===== config.mk =====
export PLATFORM = sky130hd
export DESIGN_NAME = sbm_dep_matrix
export DESIGN_NICKNAME = d
export VERILOG_FILES = /design/src/rtl/sbm_pkg.sv /design/src/rtl/sbm_branch_rows.sv /design/src/rtl/sbm_fu_row.sv /design/src/rtl/sbm_dep_matrix.sv
export SDC_FILE = /design/constraint.sdc
export NUM_CORES = 1
export LEC_CHECK = 0
export BUFFER_PORTS_ARGS = -buffer_cell sky130_fd_sc_hd__buf_2
export CAP_MARGIN = 0
export CORE_MARGIN = 4
export CORE_UTILIZATION = 55
export CTS_CLUSTER_SIZE = 14
export DETAILED_ROUTE_END_ITERATION = 16
export PLACE_DENSITY = 0.73
export SKIP_LAST_GASP = 1
export SLEW_MARGIN = 0
export SYNTH_ARGS = -nofsm -noshare
export SYNTH_HDL_FRONTEND = slang
export SYNTH_SLANG_ARGS = --single-unit

===== constraint.sdc =====
create_clock -name clk -period 2.2 [get_ports clk]
set_input_delay 0.44 -clock clk [delete_from_list [all_inputs] [get_ports clk]]
set_output_delay 0.44 -clock clk [all_outputs]
set_load 0.02 [all_outputs]

===== src/rtl/sbm_pkg.sv =====
package sbm_pkg;
  typedef enum logic [1:0] {
    BR_NONE   = 2'd0,
    BR_OPEN   = 2'd1,
    BR_COMMIT = 2'd2,
    BR_CANCEL = 2'd3
  } br_op_e;
endpackage


===== src/rtl/sbm_branch_rows.sv =====
module sbm_branch_rows #(
  parameter int NBR = 2,
  localparam int BW = (NBR > 1) ? $clog2(NBR) : 1
) (
  input  logic           clk,
  input  logic           rst_n,
  input  logic [1:0]     br_op,
  input  logic [BW-1:0]  br_id,
  output logic [NBR-1:0] br_act,
  output logic [NBR-1:0] br_commit,
  output logic [NBR-1:0] br_cancel
);
  import sbm_pkg::*;

  br_op_e         op;
  logic [NBR-1:0] id_oh;
  logic [NBR-1:0] open_oh;
  logic [NBR-1:0] act_q;

  assign op = br_op_e'(br_op);

  always_comb begin
    id_oh = '0;
    id_oh[br_id] = 1'b1;
  end

  assign open_oh   = (op == BR_OPEN)   ? id_oh : '0;
  assign br_commit = (op == BR_COMMIT) ? (id_oh & act_q) : '0;
  assign br_cancel = (op == BR_CANCEL) ? (id_oh & act_q) : '0;
  assign br_act    = act_q;

  always_ff @(posedge clk or negedge rst_n) begin
    if (!rst_n) act_q <= '0;
    else        act_q <= (act_q | open_oh) & ~br_commit & ~br_cancel;
  end
endmodule


===== src/rtl/sbm_fu_row.sv =====
module sbm_fu_row #(
  parameter int NFU  = 4,
  parameter int NREG = 8,
  parameter int NBR  = 2
) (
  input  logic            clk,
  input  logic            rst_n,
  input  logic            issue,
  input  logic [NREG-1:0] iss_src_oh,
  input  logic [NREG-1:0] iss_dst_oh,
  input  logic [NFU-1:0]  iss_raw,
  input  logic [NFU-1:0]  iss_war,
  input  logic [NFU-1:0]  iss_waw,
  input  logic [NBR-1:0]  iss_shadow,
  input  logic [NFU-1:0]  rd_fire_all,
  input  logic [NFU-1:0]  gone_all,
  input  logic [NBR-1:0]  br_commit,
  input  logic [NBR-1:0]  br_cancel,
  input  logic            rd_done_in,
  input  logic            wr_done_in,
  output logic            busy,
  output logic            go_rd,
  output logic            go_wr,
  output logic            kill,
  output logic            rd_fire,
  output logic            wr_fire,
  output logic [NREG-1:0] dst_oh,
  output logic [NREG-1:0] unread_oh
);
  logic            busy_q, read_q;
  logic [NREG-1:0] dst_q, src_q;
  logic [NFU-1:0]  raw_q, war_q, waw_q;
  logic [NBR-1:0]  shd_q;

  assign busy      = busy_q;
  assign kill      = busy_q & |(shd_q & br_cancel);
  assign go_rd     = busy_q & ~read_q & ~|raw_q;
  assign go_wr     = busy_q & read_q & ~|war_q & ~|waw_q & ~|shd_q;
  assign rd_fire   = go_rd & rd_done_in;
  assign wr_fire   = go_wr & wr_done_in;
  assign dst_oh    = busy_q ? dst_q : '0;
  assign unread_oh = (busy_q && !read_q) ? src_q : '0;

  always_ff @(posedge clk or negedge rst_n) begin
    if (!rst_n) begin
      busy_q <= 1'b0; read_q <= 1'b0;
      dst_q  <= '0;   src_q  <= '0;
      raw_q  <= '0;   war_q  <= '0;   waw_q <= '0;
      shd_q  <= '0;
    end else if (issue) begin
      busy_q <= 1'b1;       read_q <= 1'b0;
      dst_q  <= iss_dst_oh; src_q  <= iss_src_oh;
      raw_q  <= iss_raw;    war_q  <= iss_war;    waw_q <= iss_waw;
      shd_q  <= iss_shadow;
    end else if (wr_fire || kill) begin
      busy_q <= 1'b0; read_q <= 1'b0;
      dst_q  <= '0;   src_q  <= '0;
      raw_q  <= '0;   war_q  <= '0;   waw_q <= '0;
      shd_q  <= '0;
    end else begin
      read_q <= read_q | rd_fire;
      raw_q  <= raw_q & ~gone_all;
      waw_q  <= waw_q & ~gone_all;
      war_q  <= war_q & ~(rd_fire_all | gone_all);
      shd_q  <= shd_q & ~br_commit;
    end
  end
endmodule


===== src/rtl/sbm_dep_matrix.sv =====
module sbm_dep_matrix #(
  parameter int NFU  = 4,
  parameter int NREG = 8,
  parameter int NBR  = 2,
  localparam int FW  = $clog2(NFU),
  localparam int RW  = $clog2(NREG),
  localparam int BW  = (NBR > 1) ? $clog2(NBR) : 1
) (
  input  logic           clk,
  input  logic           rst_n,
  input  logic           iss_valid,
  input  logic [FW-1:0]  iss_fu,
  input  logic [RW-1:0]  iss_src1,
  input  logic [RW-1:0]  iss_src2,
  input  logic [RW-1:0]  iss_dst,
  output logic           iss_ok,
  input  logic [NFU-1:0] rd_done,
  input  logic [NFU-1:0] wr_done,
  input  logic [1:0]     br_op,
  input  logic [BW-1:0]  br_id,
  output logic [NFU-1:0] go_rd,
  output logic [NFU-1:0] go_wr,
  output logic [NFU-1:0] fu_busy,
  output logic [NFU-1:0] fu_kill
);
  function automatic logic [NREG-1:0] reg_onehot(input logic [RW-1:0] r);
    logic [NREG-1:0] v;
    v = '0;
    v[r] = 1'b1;
    return v;
  endfunction

  function automatic logic [NFU-1:0] fu_onehot(input logic [FW-1:0] f);
    logic [NFU-1:0] v;
    v = '0;
    v[f] = 1'b1;
    return v;
  endfunction

  // named events, also observed by the checker
  logic [NFU-1:0]  rd_fire, wr_fire, gone;
  logic [NBR-1:0]  br_act, br_commit, br_cancel;
  logic [NREG-1:0] row_dst [NFU];
  logic [NREG-1:0] row_src [NFU];
  logic [NFU-1:0]  wr_col  [NREG];
  logic [NFU-1:0]  rd_col  [NREG];
  logic [NFU-1:0]  iss_raw, iss_war, iss_waw, issue_row;
  logic [NBR-1:0]  iss_shadow;
  logic [NREG-1:0] src_oh, dst_oh;

  sbm_branch_rows #(.NBR(NBR)) u_br (
    .clk(clk), .rst_n(rst_n), .br_op(br_op), .br_id(br_id),
    .br_act(br_act), .br_commit(br_commit), .br_cancel(br_cancel)
  );

  // per-register column wires: which units write / still read each register
  for (genvar r = 0; r < NREG; r++) begin : g_col
    for (genvar j = 0; j < NFU; j++) begin : g_cell
      assign wr_col[r][j] = row_dst[j][r];
      assign rd_col[r][j] = row_src[j][r];
    end
  end

  assign gone       = wr_fire | fu_kill;
  assign src_oh     = reg_onehot(iss_src1) | reg_onehot(iss_src2);
  assign dst_oh     = reg_onehot(iss_dst);
  assign iss_raw    = (wr_col[iss_src1] | wr_col[iss_src2]) & ~gone;
  assign iss_waw    = wr_col[iss_dst] & ~gone;
  assign iss_war    = rd_col[iss_dst] & ~rd_fire & ~gone;
  assign iss_shadow = br_act & ~br_commit & ~br_cancel;
  assign iss_ok     = iss_valid & ~fu_busy[iss_fu];
  assign issue_row  = iss_ok ? fu_onehot(iss_fu) : '0;

  for (genvar i = 0; i < NFU; i++) begin : g_row
    sbm_fu_row #(.NFU(NFU), .NREG(NREG), .NBR(NBR)) u_row (
      .clk(clk), .rst_n(rst_n),
      .issue(issue_row[i]),
      .iss_src_oh(src_oh), .iss_dst_oh(dst_oh),
      .iss_raw(iss_raw), .iss_war(iss_war), .iss_waw(iss_waw),
      .iss_shadow(iss_shadow),
      .rd_fire_all(rd_fire), .gone_all(gone),
      .br_commit(br_commit), .br_cancel(br_cancel),
      .rd_done_in(rd_done[i]), .wr_done_in(wr_done[i]),
      .busy(fu_busy[i]), .go_rd(go_rd[i]), .go_wr(go_wr[i]),
      .kill(fu_kill[i]), .rd_fire(rd_fire[i]), .wr_fire(wr_fire[i]),
      .dst_oh(row_dst[i]), .unread_oh(row_src[i])
    );
  end
endmodule


==> results of run 1 <==
-- worst register-to-register path, stage by stage (launching register included) --
cell and delay (ns):
dfrtp_2 0.47, buf_12 0.15, and4_1 0.18, a32oi_1 0.20
buf_4 0.16, buf_4 0.17, nand2_2 0.13, buf_4 0.18
o32ai_1 0.29
-- placed cells by master (no fill, tap or decap), drive strengths merged, types with 13 or more instances in the layout --
| master | Yosys | final |
|---|---|---|
| a21oi | 39 | 39 |
| dfrtp | 130 | 130 |
| o22ai | 69 | 69 |
| clkbuf | 32 | 19 |
| buf | 43 | 103 |
| mux4 | 28 | 28 |
| nand2 | 120 | 120 |
| mux2 | 18 | 18 |
| nor2 | 15 | 15 |
| nand4 | 37 | 37 |
| o32ai | 15 | 15 |
| inv | 12 | 13 |
| nand3 | 28 | 28 |
-- worst paths after layout --
check,slack [ns],to,from
setup / recovery,0.01,go_wr[2],g_row[2].u_row.waw_q[3]
max in group asynchronous,1.00,g_row[0].u_row.dst_q[4],rst_n
setup reg to reg,0.17,g_row[2].u_row.waw_q[1],g_row[1].u_row.busy
min in group asynchronous,0.51,g_row[1].u_row.war_q[1],rst_n
hold reg to reg,0.52,g_row[1].u_row.war_q[1],g_row[1].u_row.war_q[1]
hold / removal,0.27,u_br.br_act[0],br_op[1]
-- metrics by stage --
| stage | hold WS [ns] | cell area (µm²) | setup slack (ns) | setup TNS (ns) | power, mW |
|---|---|---|---|---|---|
| after global routing | 0.2897 | 8242 | -0.07676 | -0.1066 | 9.902 |
| after CTS | 0.2450 | 8083 | -0.06713 | -0.1011 | 9.185 |
| after detailed placement | 0.4168 | 7438 | 0.04080 | 0 | 6.266 |
| after floorplan | 0.1444 | 6999 | 0.3162 | 0 | 5.306 |
| final | 0.2718 | 8242 | 0.009554 | 0 | 9.474 |
| after global placement | 0.4154 | 7438 | 0.08288 | 0 | 6.164 |
-- registers in the layout, summed over array words and instances (netlist names) --
signal and count:
g_row.u_row.waw_q 16, g_row.u_row.war_q 16, g_row.u_row.read_q 4, g_row.u_row.busy 4, g_row.u_row.raw_q 16, g_row.u_row.src_q 32, g_row.u_row.shd_q 8, u_br.br_act 2
g_row.u_row.dst_q 32
-- layer usage --
layer | up-vias | part of all wire [%] | track usage (%)
li1 | 2710 | - | -
met1 | 3125 | 39 | 40.43
met2 | 389 | 48 | 45.62
met3 | 64 | 9.3 | 6.268
met4 | 0 | 3.3 | 12.61
met5 | - | 0 | 0
-- kinds of logic after synthesis --
logic type             after synthesis
flip-flops                         130
AND/OR/NAND/NOR                    278
AO/OA/AOI/OAI                      151
multiplexers                        49
buffers and inverters               88
-- layout make-up --
class,count,area [µm²],share of cell area (%)
multi-input cells,478,3366,40.84
flip-flops and latches,130,3261,39.56
repair buffers,104,754.5,9.154
clock buffers,19,442.9,5.374
well taps,168,210.2,2.550
clock inverters,12,158.9,1.928
inverters,13,48.80,0.5921
-- where the power goes --
part           switching, mW  leakage (nW)  internal (mW)
sequential             0.489          1.76           2.93
clock                   1.09         0.278           1.81
combinational           1.79          1.61           1.38
-- what timing repair did --
item                                    4_1_cts  5_1_grt
hold buffers                                  1        0
endpoints found under the setup margin        6        8
setup buffers                                 2       14
endpoints found under the hold margin        27        0
gates resized for setup                       6       13
pin swaps                                     2        3
==> summary.md, run 1 <==
| Metric | Value |
|---|---|
| Outcome | `finished, final reports clean` |
| Tcrit/Tclk final | `between 90% and 100%` |
| XOR/XNOR Fraction of Synth Area | `0%` |
| Die H | `approximately 120 µm` |
| Worst R2R Path Depth | `8` |
| Leakage | `approximately 3.7 nW` |
| Simple-gate share of the synthesized area | `20.40%` |
| FF+latch count, synth | `between 100 and 150` |
| I/O Buffers | `between 40 and 50` |
| Overflow after GRT | `0` |
| Initial antenna violation count | `0` |
| Fin util | `67.49%` |
| GP Congestion | `0.9378` |
| Distinct cells, synth | `50` |
| Vias | `6288` |
| Placed insts | `~900` |
| Wire length of the first global-routing pass | `around 33 mm` |
| Final nets | `769` |
| Peak Freq | `approximately 0.46 GHz` |
| Ant. Diodes | `0` |
| Root Buffer | `clkbuf_16` |
| Combinational family with the most area after synthesis | `simple AND/OR/NAND/NOR gates` |
| Largest stage delay, worst path | `around 0.44 ns` |
| CTS clock-pin slew for the worst setup and hold paths | `0.06 ns` |
| Area delta synth->final | `17.75%` |
| H-Tree Depth | `4` |
| Post-layout min period | `around 2.2 ns` |
| Vias in the first global route | `5961` |
| Synthesized net count | `just over 700` |
| Fillers | `a little under 1000` |
| Area fraction of the dominant cell type after synthesis | `between 40 and 50%` |
| WL/cell | `22.49 µm` |
| DRC violations left | `0` |
| Final setup fails | `0` |
| Core area | `12210 µm²` |
| CP Class | `flip-flop to primary output` |
| Clock Skew | `approximately 0.0067 ns` |
| Crit-path leading delay family | `simple AND/OR/NAND/NOR gates` |
| Register area share after synthesis | `roughly 46%` |
| Worst hold stages | `2` |
| Post-route ant nets | `0` |
| CP cell instances | `nor4_1 > and3_1 > buf_2` |
| Rows | `40` |
| Worst hold path type | `primary input to flip-flop` |
| Drt first pass iters | `7` |
| Syn. warnings | `0` |
| Worst-path fanout max | `2` |
| Asr flop ratio synth | `100.0%` |
| Clk_lat worst skew | `between 0.4 and 0.5 ns` |
| Mux cell area share after synthesis | `between 10% and 20%` |
| Count of pins over their slew limit | `0` |
| Worst rel slew slack | `between 50% and 60%` |
| Post-synth top cells | `130 x dfrtp_1, 118 x nand2_1, 69 x o22ai_1` |
| Total GRT Usage | `29.45%` |
| Pwr Density | `1150 nW/µm²` |
| Synthesized area per cell | `a little over 10 µm²` |
| Mapped Area | `approximately 7000 µm²` |
| Initial Util | `a little under three fifths` |
| DR iter-0 viols | `760` |
| Crit path buffers/inverters | `1` |
| Post-Synth Adder-Cell Area | `0%` |
| IO Count | `42` |
| Die Width | `around 120 µm` |
| CP Capture Type | `primary output` |
| Most frequent cell after synthesis | `dfrtp_1` |
| Slowest stage cell, crit path | `nor4_1` |
| Tightest Pin Transition | `0.6407 ns` |
| CTS sink cnt | `130` |
| WP depth | `3` |
| Vias per inst | `6.805` |
| Most frequently used flop master after synthesis | `dfrtp_1` |
| CP Launch Type | `flip-flop` |
| Top cells by area, synth | `dfrtp_1 46%, mux4_2 8.0%, nand2_1 6.3%` |
| Die area | `around 15000 µm²` |
| Share of cells above drive strength 1 | `roughly 27%` |
| DRT Wirelength | `a little over 20 mm` |
| WP data required | `1.76 ns` |
| Post-synth EDFFs | `0` |
| Max cap viols | `0` |
| CTS Buf Count | `17` |
| TritonCTS clock tree | `built` |
| Cells after Synth | `approximately 700` |
| RSZ-0062 raised after global routing | `yes` |
| Maximum VDD drop | `0.0005670 V` |
| Finished Layout Cells | `about 920` |
| HPWL after DPL | `approximately 14 mm` |
| Longest Clk Path Bufs | `2` |
| Most area-hungry cell type in the Yosys netlist | `dfrtp_1` |
| Crit path DAT | `about 1.8 ns` |
| Complex-gate fraction of the synthesized area | `between 10 and 15%` |
| Hold Fails Final Rpt | `0` |
| Pin count of the biggest net entering global routing | `47` |
Note: power is estimated with default switching activity, not from simulation.
==> run 2, diff against run 1 <==
==> constraint.sdc (replaced) <==
create_clock -name clk -period 2.3 [get_ports clk]
set_input_delay 0.46 -clock clk [delete_from_list [all_inputs] [get_ports clk]]
set_output_delay 0.46 -clock clk [all_outputs]
set_load 0.02 [all_outputs]
==> run 2 against run 1 <==
  * Final area fell by 2.2%
  * Cell count fell by 1.7%
  * Global-route usage rose by 0.56 points
  * Critical path depth did not move
  * Setup slack improved by 0.029 ns
  * Count of clock-buffer cells in the layout rose by 8
  * Utilization fell by 1.5 points
  * Sequential power fell by 3%
  * Via count fell by 2.4%
  * Combinational power fell by 12%
  * Clock power fell by 2%
  * Sequential share of layout area rose by 0.88 points
  * Largest cell class unchanged
  * Highest routed layer unchanged
==> summary.md, run 2 (synthesized netlist as in run 1, its figures left out) <==
| Metric | Value |
|---|---|
| RSZ-0062 raised after global routing | `yes` |
| WP data required | `1.84 ns` |
| Longest Clk Path Bufs | `2` |
| Crit path buffers/inverters | `1` |
| Tightest Pin Transition | `around 0.67 ns` |
| CP Launch Type | `flip-flop` |
| DR iter-0 viols | `roughly 900` |
| Clock Skew | `~0.0087 ns` |
| Post-route ant nets | `0` |
| Crit-path leading delay family | `flip-flops` |
| Pwr Density | `around 1100 nW/µm²` |
| Initial Util | `between 50% and 60%` |
| Root Buffer | `clkbuf_16` |
| DRT Wirelength | `about 21 mm` |
| Ant. Diodes | `0` |
| Die area | `14600 µm²` |
| Peak Freq | `0.4423 GHz` |
| Area delta synth->final | `15.11%` |
| Setup TNS | `0 ns` |
| Overflow after GRT | `0` |
| CTS sink cnt | `130` |
| Drt first pass iters | `6` |
| Pin count of the biggest net entering global routing | `47` |
| WL/cell | `between 20 and 25 µm` |
| Initial antenna violation count | `0` |
| Total GRT Usage | `a little under a third` |
| Hold Fails Final Rpt | `0` |
| Outcome | `finished, final reports clean` |
| HPWL after DPL | `roughly 14 mm` |
| Slowest stage cell, crit path | `dfrtp_1` |
| H-Tree Depth | `4` |
| Vias in the first global route | `between 6000 and 7000` |
| Worst-path fanout max | `9` |
| Worst rel slew slack | `55.07%` |
| CTS clock-pin slew for the worst setup and hold paths | `~0.060 ns` |
| Commonest non-fill, non-tap cell in the layout | `dfrtp_1` |
| Clk_lat worst skew | `between 0.4 and 0.5 ns` |
| CP Class | `flip-flop to primary output` |
| Worst hold path type | `primary input to asynchronous set/reset pin` |
| Maximum VDD drop | `0.0006031 V` |
| GP Congestion | `a little over 0.9` |
| Largest stage delay, worst path | `between 0.5 and 0.6 ns` |
| WHS | `0.06711 ns` |
| Vias per inst | `6.762` |
| Largest registers | `g_row.u_row.dst_q (32), g_row.u_row.src_q (32)` |
| I/O Buffers | `41` |
| Rows | `40` |
| DRC violations left | `0` |
| TritonCTS clock tree | `built` |
| Die Width | `~120 µm` |
| CP cell instances | `mux4_2 > nor2b_2 > buf_2` |
| Leakage | `3.581 nW` |
| Wire length of the first global-routing pass | `about 34 mm` |
| CTS Buf Count | `17` |
| Pwr Total | `between 8 and 9 mW` |
| Core area | `approximately 12000 µm²` |
| Final setup fails | `0` |
| IO Count | `42` |
| Count of pins over their slew limit | `0` |
| Max cap viols | `0` |
| Tcrit/Tclk final | `98.30%` |
| Crit path DAT | `approximately 1.8 ns` |
| Post-layout min period | `2.261 ns` |
| Die H | `~120 µm` |
| Vias | `just over 6000` |
| CP Capture Type | `primary output` |
| Share of cells above drive strength 1 | `between 20% and 30%` |
| Final nets | `753` |
| Most frequent cells in the layout | `126 x dfrtp_1, 118 x nand2_1, 69 x o22ai_1, 46 x buf_4, 40 x buf_2` |
==> run 2: changes by cell type in the layout (fill, tap and decap cells not counted), sizes merged <==
cell,previous run,this run
buf,103,88
inv,13,12
clkinvlp,5,0
clkinv,4,2
clkbuf,19,27
dlygate4sd3,1,0
==> run 2: stage by stage <==
step / cells / worst slack (ns) / util [%] / area (µm²)
after global routing: 908 / -0.002889 / 65.97 / 8056
after global placement: 873 / 0.08738 / 60.52 / 7391
after floorplan: 696 / 0.3962 / - / 6999
after CTS: 905 / -0.02075 / 65.65 / 8016
final: 908 / 0.03899 / 65.97 / 8056
after detailed placement: 873 / 0.05446 / 60.52 / 7391
==> run 2: cell type report <==
| class | instances | area, µm² |
|---|---|---|
| repair buffers | 88 | 585.6 |
| multi-input cells | 478 | 3346 |
| inverters | 13 | 48.80 |
| flip-flops and latches | 130 | 3258 |
| clock buffers | 27 | 513.0 |
| fillers | 986 | 4155 |
| well taps | 168 | 210.2 |
| clock inverters | 4 | 95.09 |
==> run 2: worst register-to-register path: cells and delay by family, from the launching register on <==
kind                   cells  cell delay, ns
AOI/OAI and AO/OA          2            0.67
buffers and inverters      1            0.17
DFF                        1            0.47
and+or+nand+nor            2            0.64
==> run 2: metal layers <==
metal	vias to the layer above	share of wire (%)	global-route usage, %
li1	2676	-	-
met1	2997	39	39.67
met2	394	47	47.15
met3	73	9.4	7.764
met4	0	4.0	12.75
met5	-	0	0
==> run 2: timing repair <==
item,in CTS,in global routing
hold buffers,0,0
endpoints found under the setup margin,3,4
pin swaps,1,1
resized for setup,4,5
setup buffers,1,3
==> run 2: final timing paths <==
| check | start | end | slack, ns | cells past startpoint |
|---|---|---|---|---|
| setup reg to reg | u_br.br_act[1] | g_row[1].u_row.raw_q[3] | 0.25 | 5 |
| hold reg to reg | g_row[2].u_row.war_q[2] | g_row[2].u_row.war_q[2] | 0.51 | 2 |
| hold / removal | rst_n | g_row[0].u_row.war_q[0] | 0.07 | 1 |
| min in group clk | br_op[1] | u_br.br_act[0] | 0.27 | 2 |
| setup / recovery | g_row[2].u_row.busy | iss_ok | 0.04 | 3 |
| max in group asynchronous | rst_n | g_row[3].u_row.busy | 1.54 | 2 |
==> run 2: power breakdown <==
part | internal [mW] | total (mW) | switching [mW]
Sequential | 2.79 | 3.30 | 0.506
Combinational | 1.15 | 2.78 | 1.63
Clock | 1.84 | 2.83 | 0.989
Total | 5.78 | 8.91 | 3.13
==> run 3, diff against run 2 <==
--- a/config.mk
+++ b/config.mk
@@ -5,6 +5,7 @@
 export SDC_FILE = /design/constraint.sdc
 export NUM_CORES = 1
 export LEC_CHECK = 0
+export ABC_AREA = 1
 export BUFFER_PORTS_ARGS = -buffer_cell sky130_fd_sc_hd__buf_2
 export CAP_MARGIN = 0
 export CORE_MARGIN = 4
==> run 3 against run 2 <==
  * Die area up 1.3%
  * Global-route usage down 1.8 points
  * Critical path depth unchanged
  * Critical path type unchanged
  * Highest routed layer unchanged
==> summary.md, run 3 <==
| Metric | Value |
|---|---|
| TritonCTS clock tree | `built` |
| Vias in the first global route | `a little over 6000` |
| Combinational share of power | `35.1%` |
| Maximum VDD drop | `roughly 0.00048 V` |
| Combinational family with the most area after synthesis | `simple AND/OR/NAND/NOR gates` |
| CTS Buf Count | `17` |
| GP Congestion | `around 0.9` |
| Initial Util | `56.23%` |
| Most frequent cells in the layout | `296 x nand2_1, 150 x nor2_1, 129 x dfrtp_1, 112 x nand3_1, 87 x inv_1` |
| I/O Buffers | `between 40 and 50` |
| Peak Freq | `~0.47 GHz` |
| Pin count of the biggest net entering global routing | `57` |
| DRT Wirelength | `a little under 20 mm` |
| Longest Clk Path Bufs | `2` |
| Total GRT Usage | `approximately 28%` |
| Clock Skew | `just over 0.006 ns` |
| Area of the multi-input gates | `3131 µm²` |
| Core area | `approximately 13000 µm²` |
| Asr flop ratio synth | `between 90% and 100%` |
| Worst hold path type | `primary input to asynchronous set/reset pin` |
| Post-layout min period | `2.113 ns` |
| Share of cells above drive strength 1 | `about an eighth` |
| Final setup fails | `0` |
| Distinct cells, synth | `31` |
| Synthesized area per cell | `between 7 and 8 µm²` |
| XOR/XNOR Fraction of Synth Area | `0%` |
| Post-synth top cells | `296 x nand2_1, 150 x nor2_1, 130 x dfrtp_1` |
| Register area share after synthesis | `45.85%` |
| Final nets | `slightly above 1000` |
| CP Class | `flip-flop to primary output` |
| Pint | `between 5 and 6 mW` |
| CP Launch Type | `flip-flop` |
| CTS clock-pin slew for the worst setup and hold paths | `~0.050 ns` |
| Drt first pass iters | `5` |
| Hold Fails Final Rpt | `0` |
| Worst R2R Start | `g_row[0].u_row.busy` |
| Synthesized net count | `1002` |
| Clk_lat worst skew | `around 0.42 ns` |
| Tightest Pin Transition | `about 0.63 ns` |
| Crit path DAT | `between 1.5 and 2 ns` |
| Worst rel slew slack | `a little under three fifths` |
| Postcts setup bufs | `0` |
| Top cells by area, synth | `dfrtp_1 46%, nand2_1 16%, nor2_1 7.9%` |
| IO Count | `42` |
| Max cap viols | `0` |
| Leakage | `roughly 4.2 nW` |
| Ant. Diodes | `0` |
| Syn. warnings | `0` |
| Switching Fraction | `approximately two fifths` |
| Largest registers | `g_row.u_row.dst_q (32), g_row.u_row.src_q (32)` |
| Count of pins over their slew limit | `0` |
| Cells after Synth | `977` |
| Complex-gate fraction of the synthesized area | `between 7 and 8%` |
| CTS sink cnt | `130` |
| Worst R2R Path Depth | `8` |
| Vias per inst | `5.518` |
| Root Buffer | `clkbuf_16` |
| Simple-gate share of the synthesized area | `between 30% and 40%` |
| Post-route ant nets | `0` |
| Tcrit/Tclk final | `between 90 and 100%` |
| H-Tree Depth | `4` |
| Wire length of the first global-routing pass | `between 30 and 40 mm` |
| WL/cell | `between 15 and 20 µm` |
| Area fraction of the dominant cell type after synthesis | `45.85%` |
| HPWL after DPL | `approximately 14 mm` |
| Die Width | `between 100 and 150 µm` |
| FF+latch count, synth | `130` |
| Setup TNS | `0 ns` |
| Seq pwr share | `a little under two fifths` |
| Die area | `~15000 µm²` |
| Rows | `41` |
| Fillers | `between 1000 and 1500` |
| Switch Pwr | `3.578 mW` |
| Outcome | `finished, final reports clean` |
| DRC violations left | `0` |
| Vias | `about 6600` |
| Die H | `~120 µm` |
| Most frequent cell after synthesis | `nand2_1` |
| Commonest non-fill, non-tap cell in the layout | `nand2_1` |
| RSZ-0062 raised after global routing | `no` |
| Pwr Density | `~1200 nW/µm²` |
| Mapped Area | `7096 µm²` |
| Clk network pwr share | `roughly 27%` |
| Mux cell area share after synthesis | `0%` |
| WP data required | `between 1.5 and 2 ns` |
| Pwr Total | `9.129 mW` |
| Placed insts | `approximately 1200` |
| Finished Layout Cells | `about 1200` |
| Fin util | `62.50%` |
| Overflow after GRT | `0` |
| Initial antenna violation count | `0` |
| DR iter-0 viols | `467` |
| Reg area | `roughly 3300 µm²` |
| Post-synth EDFFs | `0` |
| CP Capture Type | `primary output` |
| Worst-path fanout max | `2` |
| Area delta synth->final | `11.16%` |
| Post-Synth Adder-Cell Area | `0%` |
| Most area-hungry cell type in the Yosys netlist | `dfrtp_1` |
| CP Launch Point | `g_row[0].u_row.waw_q[3]` |
| Most frequently used flop master after synthesis | `dfrtp_1` |
## run 3: changes by cell type in the layout (fill, tap and decap cells not counted), sizes merged, moves of 28 or more
cell	delta
nand3	+87
nand2	+181
mux4	-28
a21oi	-33
o22ai	-62
o21ai	+72
inv	+84
nor2	+141
## run 3: logic make-up (layout without fill, tap and decap cells)
kind of cell,Yosys count,count (layout)
simple gates,603,603
flops,130,130
compound gates,98,98
buf+inv,146,189
## run 3: final timing paths
check / endpoint / slack, ns
min in group clk: u_br.br_act[0] / 0.29
worst min-delay path: g_row[2].u_row.src_q[5] / 0.003
max in group asynchronous: g_row[3].u_row.war_q[3] / 1.61
worst min register to register: g_row[1].u_row.dst_q[7] / 0.48
worst max register to register: g_row[1].u_row.war_q[0] / 0.54
worst max-delay path: go_wr[0] / 0.19
## run 3: routing by layer
layer	vias up	global-route usage (%)	wire length (µm)
met5	-	0	0
met1	3119	39.99	8828
met3	53	6.546	1413
li1	3158	-	-
met4	0	11.69	651
met2	247	41.97	8853
## run 3: power by group through the flow
stage                     Sequential, mW  Clock, mW  Combinational [mW]
after CTS                           3.46       2.46                3.20
after floorplan                     3.34          0                2.49
after global placement              3.48          0                3.12
after global routing                3.56       2.58                3.57
after detailed placement            3.50          0                3.17
final                               3.47       2.45                3.21
## run 3: layout make-up
class | count | area share, %
flip-flops and latches | 130 | 41.26
multi-input cells | 701 | 39.69
inverters | 97 | 4.616
clock buffers | 26 | 5.949
repair buffers | 61 | 5.060
clock inverters | 5 | 0.6980
well taps | 172 | 2.728
## run 3: worst max-delay path: stages, from the launching register on
cell	delay [ns]
dfrtp_1	0.37
or2_2	0.33
nor4_1	0.31
buf_2	0.22
## run 3: what timing repair did
item | in CTS | in global routing
setup endpoints to repair | 0 | 1
gates resized for setup | 0 | 1
hold buffers | 0 | 0
## run 3: per-stage QoR
step           worst slack, ns  cell area [µm²]  hold slack (ns)
6_report                0.1865             7888         0.003300
5_1_grt                0.09067             7888          0.03612
4_1_cts                0.01857             7886          0.02075
3_5_place_dp            0.3502             7362           0.4628
3_3_place_gp            0.3759             7362           0.4592
2_1_floorplan           0.7527             7096           0.1644
